<file path="src/rtl/cxa_pkg.sv">
package cxa_pkg;
  typedef enum logic [0:0] {
    ST_IDLE = 1'b0,
    ST_RUN  = 1'b1
  } cxa_state_e;
endpackage

</file>
<file path="src/rtl/cxa_loader.sv">
module cxa_loader #(
  parameter int DW = 8,
  localparam int RW = DW + 1
) (
  input  logic [DW-1:0] opa,
  input  logic [DW-1:0] opb,
  input  logic          sub,
  output logic [RW-1:0] carry_init,
  output logic [RW-1:0] xor_init
);
  logic [RW-1:0] a_ext;
  logic [RW-1:0] b_ext;
  logic [RW-1:0] b_neg;

  always_comb begin
    a_ext = {opa[DW-1], opa};
    b_ext = {opb[DW-1], opb};
    // two's complement negation: invert, then add one
    b_neg = (~b_ext) + RW'(1);
    carry_init = a_ext;
    xor_init   = sub ? b_neg : b_ext;
  end
endmodule

</file>
<file path="src/rtl/cxa_step.sv">
module cxa_step #(
  parameter int RW = 9
) (
  input  logic [RW-1:0] carry_cur,
  input  logic [RW-1:0] xor_cur,
  output logic [RW-1:0] carry_nxt,
  output logic [RW-1:0] xor_nxt,
  output logic          carry_zero
);
  assign carry_nxt[0] = 1'b0;
  assign xor_nxt[0]   = carry_cur[0] ^ xor_cur[0];

  for (genvar i = 1; i < RW; i++) begin : g_bit
    assign carry_nxt[i] = carry_cur[i-1] & xor_cur[i-1];
    assign xor_nxt[i]   = carry_cur[i] ^ xor_cur[i];
  end

  assign carry_zero = (carry_cur == '0);
endmodule

</file>
<file path="src/rtl/cxa_ctrl.sv">
module cxa_ctrl #(
  parameter int RW = 9,
  localparam int CW = $clog2(RW + 1) + 1
) (
  input  logic          clk,
  input  logic          rst,
  input  logic          start,
  input  logic          carry_zero,
  output logic          load,
  output logic          step,
  output logic          fin,
  output logic          busy,
  output logic          done,
  output logic [CW-1:0] iters
);
  import cxa_pkg::*;

  cxa_state_e state_q;

  always_comb begin
    load = (state_q == ST_IDLE) && start;
    fin  = (state_q == ST_RUN) && carry_zero;
    step = (state_q == ST_RUN) && !carry_zero;
  end

  always_ff @(posedge clk) begin
    if (rst) begin
      state_q <= ST_IDLE;
      done    <= 1'b0;
      iters   <= '0;
    end else begin
      done <= fin;
      if (load) begin
        state_q <= ST_RUN;
        iters   <= '0;
      end else if (fin) begin
        state_q <= ST_IDLE;
      end else if (step) begin
        iters <= iters + CW'(1);
      end
    end
  end

  assign busy = (state_q == ST_RUN);

  // done lasts one cycle only
  a_r8_done_single: assert property (@(posedge clk) disable iff (rst)
    done |=> !done);

  // the step count never exceeds the register width
  a_r6_iter_bound: assert property (@(posedge clk) disable iff (rst)
    iters <= CW'(RW));

  // the count is frozen while idle without a start
  a_r8_count_frozen: assert property (@(posedge clk) disable iff (rst)
    (!busy && !start) |=> $stable(iters));
endmodule

</file>
<file path="src/rtl/cxa_addsub.sv">
module cxa_addsub #(
  parameter int DW = 8,
  localparam int RW = DW + 1,
  localparam int CW = $clog2(RW + 1) + 1
) (
  input  logic          clk,
  input  logic          rst,
  input  logic          start,
  input  logic          sub,
  input  logic [DW-1:0] opa,
  input  logic [DW-1:0] opb,
  output logic          busy,
  output logic          done,
  output logic [RW-1:0] result,
  output logic          sign,
  output logic [CW-1:0] iters
);
  logic [RW-1:0] carry_q, xor_q;
  logic [RW-1:0] carry_init, xor_init;
  logic [RW-1:0] carry_nxt, xor_nxt;
  logic          carry_zero;
  logic          load, step, fin;

  cxa_loader #(.DW(DW)) u_loader (
    .opa        (opa),
    .opb        (opb),
    .sub        (sub),
    .carry_init (carry_init),
    .xor_init   (xor_init)
  );

  cxa_step #(.RW(RW)) u_step (
    .carry_cur  (carry_q),
    .xor_cur    (xor_q),
    .carry_nxt  (carry_nxt),
    .xor_nxt    (xor_nxt),
    .carry_zero (carry_zero)
  );

  cxa_ctrl #(.RW(RW)) u_ctrl (
    .clk        (clk),
    .rst        (rst),
    .start      (start),
    .carry_zero (carry_zero),
    .load       (load),
    .step       (step),
    .fin        (fin),
    .busy       (busy),
    .done       (done),
    .iters      (iters)
  );

  always_ff @(posedge clk) begin
    if (rst) begin
      carry_q <= '0;
      xor_q   <= '0;
      result  <= '0;
      sign    <= 1'b0;
    end else begin
      if (load) begin
        carry_q <= carry_init;
        xor_q   <= xor_init;
      end else if (step) begin
        carry_q <= carry_nxt;
        xor_q   <= xor_nxt;
      end
      if (fin) begin
        result <= xor_q;
        sign   <= xor_q[RW-1];
      end
    end
  end

  // checker state: the total captured at load time
  logic [RW-1:0] chk_total_q;
  always_ff @(posedge clk) begin
    if (rst)       chk_total_q <= '0;
    else if (load) chk_total_q <= RW'(carry_init + xor_init);
  end

  // carry word plus XOR word keeps the loaded total
  a_r2_sum_invariant: assert property (@(posedge clk) disable iff (rst)
    busy |-> (RW'(carry_q + xor_q) == chk_total_q));

  // after any step the carry LSB is zero
  a_r6_carry_lsb_clear: assert property (@(posedge clk) disable iff (rst)
    step |=> (carry_q[0] == 1'b0));

  // a start while busy does not reload the registers
  a_r7_busy_ignores_start: assert property (@(posedge clk) disable iff (rst)
    (busy && start && !carry_zero) |=> (xor_q == $past(xor_nxt)));

  // done means the carry word reached zero
  a_r5_done_carry_zero: assert property (@(posedge clk) disable iff (rst)
    done |-> (carry_q == '0));

  // the result holds while idle without a start
  a_r8_result_hold: assert property (@(posedge clk) disable iff (rst)
    (!busy && !start) |=> $stable(result));
endmodule

</file>
<file path="config.mk">
export PLATFORM = sky130hd
export DESIGN_NAME = cxa_addsub
export DESIGN_NICKNAME = d
export VERILOG_FILES = /design/src/rtl/cxa_pkg.sv /design/src/rtl/cxa_loader.sv /design/src/rtl/cxa_step.sv /design/src/rtl/cxa_ctrl.sv /design/src/rtl/cxa_addsub.sv
export SDC_FILE = /design/constraint.sdc
export NUM_CORES = 1
export LEC_CHECK = 0
export ABC_AREA = 1
export BUFFER_PORTS_ARGS = -buffer_cell sky130_fd_sc_hd__buf_2
export CORE_MARGIN = 2
export CORE_UTILIZATION = 56
export CTS_BUF_LIST = sky130_fd_sc_hd__clkbuf_2
export CTS_CLUSTER_SIZE = 12
export DETAILED_ROUTE_END_ITERATION = 16
export PLACE_DENSITY = 0.81
export SETUP_SLACK_MARGIN = 0.2
export SLEW_MARGIN = 10
export SYNTH_ARGS = -nofsm -noshare
export SYNTH_HDL_FRONTEND = slang
export SYNTH_SLANG_ARGS = --single-unit
</file>
<file path="constraint.sdc">
create_clock -name clk -period 1.4 [get_ports clk]
set_input_delay 0.42 -clock clk [delete_from_list [all_inputs] [get_ports clk]]
set_output_delay 0.42 -clock clk [all_outputs]
set_load 0.02 [all_outputs]
</file>
== Word-level counts from Yosys, hierarchy flattened ==
Cells that the tools add are included.
Word-level totals
  register bits after elaboration: 35
  latch bits: 0
  bits in writable memories: 0
  bits in read-only memories: 0
  bits of input ports: 20
  output and inout port bits: 17
  word-level logic and storage cells: 45
  memories kept: 0
Cells by class
  add/sub/neg operators: 2
  $mul: 0
  div/mod/pow operators: 0
  $lt $le $gt $ge: 0
  eq/ne operators: 0
  shifts and indexed selects: 0
  muxes and demuxes: 7
  bitwise gates (word level): 20
  reductions and logical operators: 9
Operators with widths (count)
  $mux 9: 5
  $add 9x1->9 const B: 1
  $logic_not 9->1: 1
  $not 9->9: 1
  $xor 1x1->1: 9
  $and 1x1->1: 8
  $add 5x1->5 const B: 1
  $reduce_bool 2->1: 2
  $logic_and 1x1->1: 3
  $mux 1: 2
  $not 1->1: 2
  $reduce_and 2->1: 1
  $reduce_or 2->1: 1
  $logic_not 1->1: 1

== Logic depth before layout (Yosys ltp) ==
Gate-level depths: netlist of run 1.
  depth after elaboration: 5
  depth in mapped cells: 9
  gate-level depth less buffers: 9

== Hierarchy ==
Synthesis of run 1 repeated with hierarchy kept, for this count alone.
Second synthesis, totals
  cells, all modules: 287
  area total of the unflattened synthesis: 1993.2 µm²
Modules (own cells, without submodules)
  cxa_addsub: instances 1, cells an instance 176, area an instance 1226.2 µm², sequential area each 540.5 µm²
  cxa_ctrl: instances 1, cells an instance 44, area an instance 337.8 µm², sequential area each 140.1 µm²
  cxa_loader: instances 1, cells an instance 48, area an instance 275.3 µm², sequential area each 0.0 µm²
  cxa_step: instances 1, cells an instance 19, area an instance 153.9 µm², sequential area each 0.0 µm²

== Worst setup path after synthesis of run 1 ==
No wires, ideal clock.
  path kind: register to register
  start point: register u_ctrl.state_q (netlist: u_ctrl.busy)
  end point: register xor_q[5]
  setup time: 0.133 ns
  arrival: 1.148 ns
  data required time: 1.267 ns
  setup slack: 0.119 ns
  cell stages (with the launch flop): 7
  buffers on the path: 0
  clock period less this slack: 1.281 ns
  cell sequence: dfxtp_1 -> inv_2 -> nand2_4 -> inv_2 -> or2_2 -> nand3_1 -> a21oi_1
On the way
  word-level cells in the longest chain between the ends: 3
  elaborated cells on any way between the ends: 5
  classes of those cells: 1 x mux; 1 x bitwise; 3 x reduce/logical
RTL lines
  start, declared: RTL line cxa_ctrl.sv:18  | cxa_state_e state_q;
  start signal, assigned: RTL line cxa_ctrl.sv:28  | state_q <= ST_IDLE;
  start signal, assigned: RTL line cxa_ctrl.sv:34  | state_q <= ST_RUN;
  start signal, assigned: RTL line cxa_ctrl.sv:37  | state_q <= ST_IDLE;
  $not 1->1: RTL line cxa_ctrl.sv:21  | load = (state_q == ST_IDLE) && start;
  $logic_and 1x1->1: RTL line cxa_ctrl.sv:21
  $mux 9 / $reduce_bool 2->1 (equally long branches)
  end signal, assigned: RTL line cxa_addsub.sv:62  | xor_q <= xor_init;
  end signal, assigned: RTL line cxa_addsub.sv:65  | xor_q <= xor_nxt;
  end, declared: RTL line cxa_addsub.sv:18  | logic [RW-1:0] carry_q, xor_q;
Several ways; a longest one is shown, not always the timed one.
A chain may end at the register's enable or synchronous reset.

== Worst setup path after layout of run 1 ==
  start point: register carry_q[1]
  end point: register u_ctrl.iters[4]
On the way
  word-level cells in the longest chain between the ends: 4
  elaborated cells on any way between the ends: 6
  classes of those cells: 1 x bitwise; 5 x reduce/logical
RTL lines
  start, declared: RTL line cxa_addsub.sv:18
  start signal, assigned: RTL line cxa_addsub.sv:61  | carry_q <= carry_init;
  start signal, assigned: RTL line cxa_addsub.sv:64  | carry_q <= carry_nxt;
  $logic_not 9->1 *: RTL line cxa_step.sv:18  | assign carry_zero = (carry_cur == '0);
  $logic_not 1->1 / $logic_and 1x1->1 (equally long branches): RTL line cxa_ctrl.sv:23, cxa_ctrl.sv:22
  $logic_and 1x1->1 / $not 1->1 (equally long branches)
  $reduce_and 2->1 (no source line) *
  end signal, assigned: RTL line cxa_ctrl.sv:39  | iters <= iters + CW'(1);
  end, declared: RTL line cxa_ctrl.sv:14  | output logic [CW-1:0] iters
Every way passes the cells marked *; elsewhere a longest branch is shown, timed or not.

==> results of run 1 <==
## layout by cell type, fill, tap and decap left out, types with 5 or more instances in the layout
cell and instances:
buf_4 16, buf_6 23, dfxtp_2 22, ha_1 9, buf_2 19, o21ai_0 12, inv_1 12, nand2_1 66
a21oi_1 20, nor2_1 38, dfxtp_1 10, nand2_4 6, nor2_2 7, nand3_1 15, clkbuf_2 5
## what timing repair did
item / in CTS / in global routing
cloned: 3 / 2
hold endpoints to repair: 0 / 0
pin swaps: 9 / 9
endpoints found under the setup margin: 50 / 51
hold buffers: 0 / 0
buffers inserted: 10 / 5
gates resized for setup: 66 / 43
## kinds of logic after synthesis
group           after synthesis  share of synthesized area (%)
simple gates                144                           33.2
compound gates               43                           12.6
flops                        34                           37.9
buf+inv                      28                           7.87
fa+ha+maj                    10                           6.96
xor+xnor                      3                           1.46
## worst register-to-register path: stages (launching register included)
cell and delay [ns]:
dfxtp_2 0.36, nor2_2 0.12, nand3_2 0.14, o21ai_4 0.26, buf_6 0.15, buf_6 0.12, nand2_1 0.06, a21oi_1 0.20
## stage by stage
step | setup TNS, ns | area [sq um] | utilization [%]
finish | -0.237 | 2490 | 81.5
global route | -1.37 | 2490 | 81.5
CTS | 0 | 2300 | 75.3
detailed placement | 0 | 2010 | 65.8
global placement | 0 | 2010 | 65.8
floorplan | 0 | 1800 | -
## flip-flops by register name, summed over array words and instances (netlist names)
name          count
u_ctrl.busy       1
xor_q             9
u_ctrl.iters      5
result            9
u_ctrl.done       1
carry_q           9
## metal layers
metal | part of all wire, % | vias to the layer above | GRT usage, %
met5 | 0 | - | 0
met4 | 4.1 | 0 | 14.0
met2 | 50 | 100 | 44.5
met3 | 6.6 | 21 | 5.12
li1 | - | 958 | -
met1 | 39 | 895 | 34.2
## worst max-delay path by stage
stage               startpoint         endpoint  cells after the start
floorplan           carry_q[3]         xor_q[0]                      7
global placement        opb[1]         xor_q[1]                      7
detailed placement      opb[1]         xor_q[1]                      7
CTS                 carry_q[4]         xor_q[7]                      8
global route        carry_q[1]  u_ctrl.iters[4]                      7
finish              carry_q[1]  u_ctrl.iters[4]                      7
## power by group
group	leakage (nW)	switching, mW	total [mW]	internal, mW
sequential	0.289	0.0933	1.16	1.06
clock	0.0286	0.331	0.439	0.108
combinational	0.863	0.503	0.846	0.343
## layout make-up
class,instances,area (sq um),share of cell area [%]
clock buffers,5,25.0,1.01
clock inverters,2,10.0,0.402
inverters,17,95.1,3.82
multi-input cells,202,1100,44.3
flip-flops and latches,34,716,28.8
well taps,44,55.1,2.21
repair buffers,58,474,19.1
repair inverters,2,11.3,0.453
==> metrics.txt, run 1 <==
total power 2.44 mW; largest net degree at the start of global routing 17; status finished with violations; leading area contributor after synthesis dfxtp_1; DRT iter0 DRCs around 150; pre-CTS WS approximately 0.013 ns; setup slack, reg-to-reg -0.09 ns; FF+latch count, synth 34; chip width 60.6 um; clock period minus worst slack between 1 and 1.5 ns; CTS H-tree depth 2; share of the synthesized area in the top cell type 37.9%; Top Ports 37; fmax ~0.67 GHz; Worst path max stage delay roughly 0.36 ns; filler cell count roughly 200; DRC Markers 0; Nets 350; crit path capture type register; arrival time worst endpoint between 1.5 and 2 ns; core box area just over 3000 sq um; worst-path cell chain nor2_2 > nand3_2 > o21ai_4 > buf_6 > buf_6 > nand2_1 > a21oi_1; Post-synth ARST share 0%; top cells by area, synth dfxtp_1, nand2_1, nor2_1; Peak VDD IR roughly 520 uV; setup violators final 11; Max Slew Vio Count 0; Root Driver clkbuf_2; Syn Nets ~300; overall routing resource usage a little over a quarter; MaxCap Viol Count 0; critical path startpoint category register; hold path cells 3; violated checks negative setup slack; most frequent cell after synthesis nand2_1; share of post-route cells with drive strength above 1 about two fifths; Placed Cells ~340; Buf/Inv on CP 2; Final Hold Viols 0; fin cells ~360; slowest CP cell dfxtp_2; Mapped Cells between 200 and 300; Synth-to-Final Area Change 38.4%; clock tree from TritonCTS yes; Worst-Skew Late Latency between 0.3 and 0.4 ns; WL/cell between 10 and 15 um; largest fanout on the critical path 6; pwr dens approximately 1000 nW/um^2; Top FF cell, synth dfxtp_1; unrepaired setup endpoints after global routing true; Yosys warnings 0; Reg-to-Reg End u_ctrl.iters[4]; Detail Route Antenna Nets 0; Static Leak 1.18 nW; required time of the critical path between 1.5 and 2 ns; Synth top cells by count nand2_1, nor2_1, dfxtp_1, a21oi_1; Worst Hold Class primary input to register; clk sinks 34; Syn Area/Cell approximately 7 sq um; final wirelength between 5000 and 6000 um; worst slew pin tran roughly 0.32 ns; number of global-route vias before repair about 1600; Setup CP Type register to register; first-pass GRT wire length 7370 um; hold slack 0.289 ns; via count 1974; max_slew headroom 78.6%; Initial Util around three fifths; skew final approximately 0.013 ns; Placer Congestion 0.828; Cell variety after synth 26; Top delay family on crit path compound AO/OA/AOI/OAI gates; Mapped Area between 1500 and 2000 sq um; GRT Residual Overflow 0; worst r2r path cells 7; Clock Pin Slew Worst Setup and Hold Paths 0.17 ns; drt pass-1 iters 6; HP Start opa[0]; TritonCTS buffer count 5; chip height a little over 60 um; PnR worst setup slack -0.0889 ns; Hold Path Sink carry_q[0]; Worst path most repeated cell buf_6; Post-synth EDFFs 0; row count 20; Final HPWL DP roughly 2900 um; initial antenna violation count 0; sequential share of the synthesized area 37.9%; PortBufs 36; Vias per Instance roughly 5.4; n_diodes 0; Die Area between 3000 and 4000 sq um; final period utilization 106%; r2r startpoint carry_q[1]; CTS Buffer Depth 2
Note: power is estimated with default switching activity, not from simulation.
==> run 2: changes to the inputs <==
- BUFFER_PORTS_ARGS: -buffer_cell sky130_fd_sc_hd__buf_2 -> -buffer_cell sky130_fd_sc_hd__buf_4
==> run 2 against run 1 <==
The run now ends clean; sequential share of layout area rose by 0.060 points; critical path depth did not move; count of clock-buffer cells in the layout did not move; combinational power fell by 10%; via count fell by 3.9%; critical endpoint is now xor_q[5]; highest routed layer unchanged.
==> metrics.txt, run 2 (same netlist as run 1, synthesis figures left out) <==
row count 20; Placer Congestion roughly 0.84; MaxCap Viol Count 0; Nets about 350; Max Slew Vio Count 0; leading registers by flop count carry_q: 9 flops, result: 9 flops, xor_q: 9 flops; initial antenna violation count 0; Setup CP Type register to register; Static Leak 1.17 nW; WL/cell 13.2 um; hold slack about 0.29 ns; fmax 0.717 GHz; largest fanout on the critical path 7; DRC Markers 0; DRT iter0 DRCs about 140; unrepaired setup endpoints after global routing true; filler cell count roughly 230; crit path capture type register; worst slew pin tran around 0.36 ns; Worst Hold Class primary input to register; CTS Buffer Depth 2; sequential group share of total power a little under half; n_diodes 0; Internal ~1.7 mW; chip width a little over 60 um; slowest CP cell dfxtp_2; Placed Cells ~340; worst-path cell chain nor2_2 > nand2_2 > o21ai_4 > buf_4 > nand2_4 > nand3_1 > a21oi_1; fin util 80.7%; P_sw roughly 0.87 mW; first-pass GRT wire length roughly 7200 um; share of post-route cells with drive strength above 1 a little under two fifths; Worst-Skew Late Latency about 0.41 ns; max_slew headroom between 70% and 80%; Synth-to-Final Area Change 37.2%; skew final between 0.02 and 0.025 ns; GRT Residual Overflow 0; CTS H-tree depth 2; commonest non-fill, non-tap cell in the layout nand2_1; chip height a little over 60 um; arrival time worst endpoint between 1.5 and 2 ns; required time of the critical path around 1.7 ns; Top Ports 37; Final Hold Viols 0; critical path startpoint category register; core box area slightly above 3000 sq um; setup violators final 0; final period utilization 99.7%; clock period minus worst slack ~1.4 ns; via count between 1500 and 2000; final wirelength 4760 um; clock tree from TritonCTS yes; Root Driver clkbuf_2; Clock Pin Slew Worst Setup and Hold Paths 0.17 ns; Detail Route Antenna Nets 0; Worst path max stage delay around 0.37 ns; Clk network pwr share about a quarter; Sw Share between 30% and 40%; Die Area between 3000 and 4000 sq um; Comb power frac around 30%; Vias per Instance between 5 and 6; overall routing resource usage approximately a quarter; number of global-route vias before repair between 1500 and 2000; Initial Util between 50 and 60%; drt pass-1 iters 4; hold buffers post-CTS 0; most frequent cells in the layout nand2_1, nor2_1, buf_4; Final HPWL DP 2880 um; status finished, final reports clean; clk sinks 34; Peak VDD IR between 600 and 700 uV; fin cells approximately 360; PortBufs 36; pwr dens 1030 nW/um^2; largest net degree at the start of global routing 21; TritonCTS buffer count 5
## run 2: per-stage QoR
step / power [mW] / instance area (sq um) / setup WS, ns / TNS, ns
global placement: 1.73 / 2110 / 0.0321 / 0
finish: 2.54 / 2460 / 0.00437 / 0
detailed placement: 1.74 / 2110 / 0.0329 / 0
CTS: 2.43 / 2370 / 0.0761 / 0
floorplan: 1.56 / 1800 / 0.191 / 0
global route: 2.66 / 2460 / -0.0799 / -0.666
## run 2: what timing repair did
item | 4_1_cts | 5_1_grt
pin swaps | 10 | 5
gates cloned | 3 | 0
buffers inserted | 11 | 3
endpoints found under the setup margin | 51 | 51
gates resized for setup | 46 | 27
## run 2: area by class of cell
cell class / instances / area, sq um / share of cell area, %
inverters: 17 / 75.1 / 3.05
multi-input cells: 202 / 1060 / 43.1
well taps: 44 / 55.1 / 2.23
clock buffers: 5 / 25.0 / 1.02
clock inverters: 2 / 33.8 / 1.37
flip-flops and latches: 34 / 711 / 28.8
repair inverters: 1 / 6.26 / 0.254
repair buffers: 57 / 495 / 20.1
## run 2: path summary, 6_finish.rpt
| check | start | end | slack (ns) | depth (start not counted) |
|---|---|---|---|---|
| min | opa[0] | carry_q[0] | 0.29 | 3 |
| max reg2reg | carry_q[5] | xor_q[5] | 0.004 | 7 |
| max | carry_q[5] | xor_q[5] | 0.004 | 7 |
| min reg2reg | result[5] | result[5] | 0.49 | 2 |
## run 2: layer usage
layer / wire length, um / up-vias / share of wire (%) / global-route usage [%]
met1: 1990 / 868 / 42 / 33.3
li1: - / 953 / - / -
met2: 2320 / 62 / 49 / 43.0
met4: 155 / 0 / 3.3 / 12.7
met5: 0 / - / 0 / 0
met3: 304 / 15 / 6.4 / 6.82
## run 2: power groups by stage
stage	Sequential, mW	Combinational (mW)	Clock, mW
after CTS	1.14	0.673	0.615
after global placement	1.16	0.574	0
final	1.15	0.760	0.625
after global routing	1.16	0.835	0.668
after detailed placement	1.16	0.581	0
after floorplan	1.15	0.414	0
## run 2: critical path: cells and delay by family (launching register included)
| kind | cells | cell delay [ns] |
|---|---|---|
| AND/OR/NAND/NOR | 4 | 0.46 |
| AO/OA/AOI/OAI | 2 | 0.31 |
| flip-flops | 1 | 0.37 |
| buffers and inverters | 1 | 0.16 |
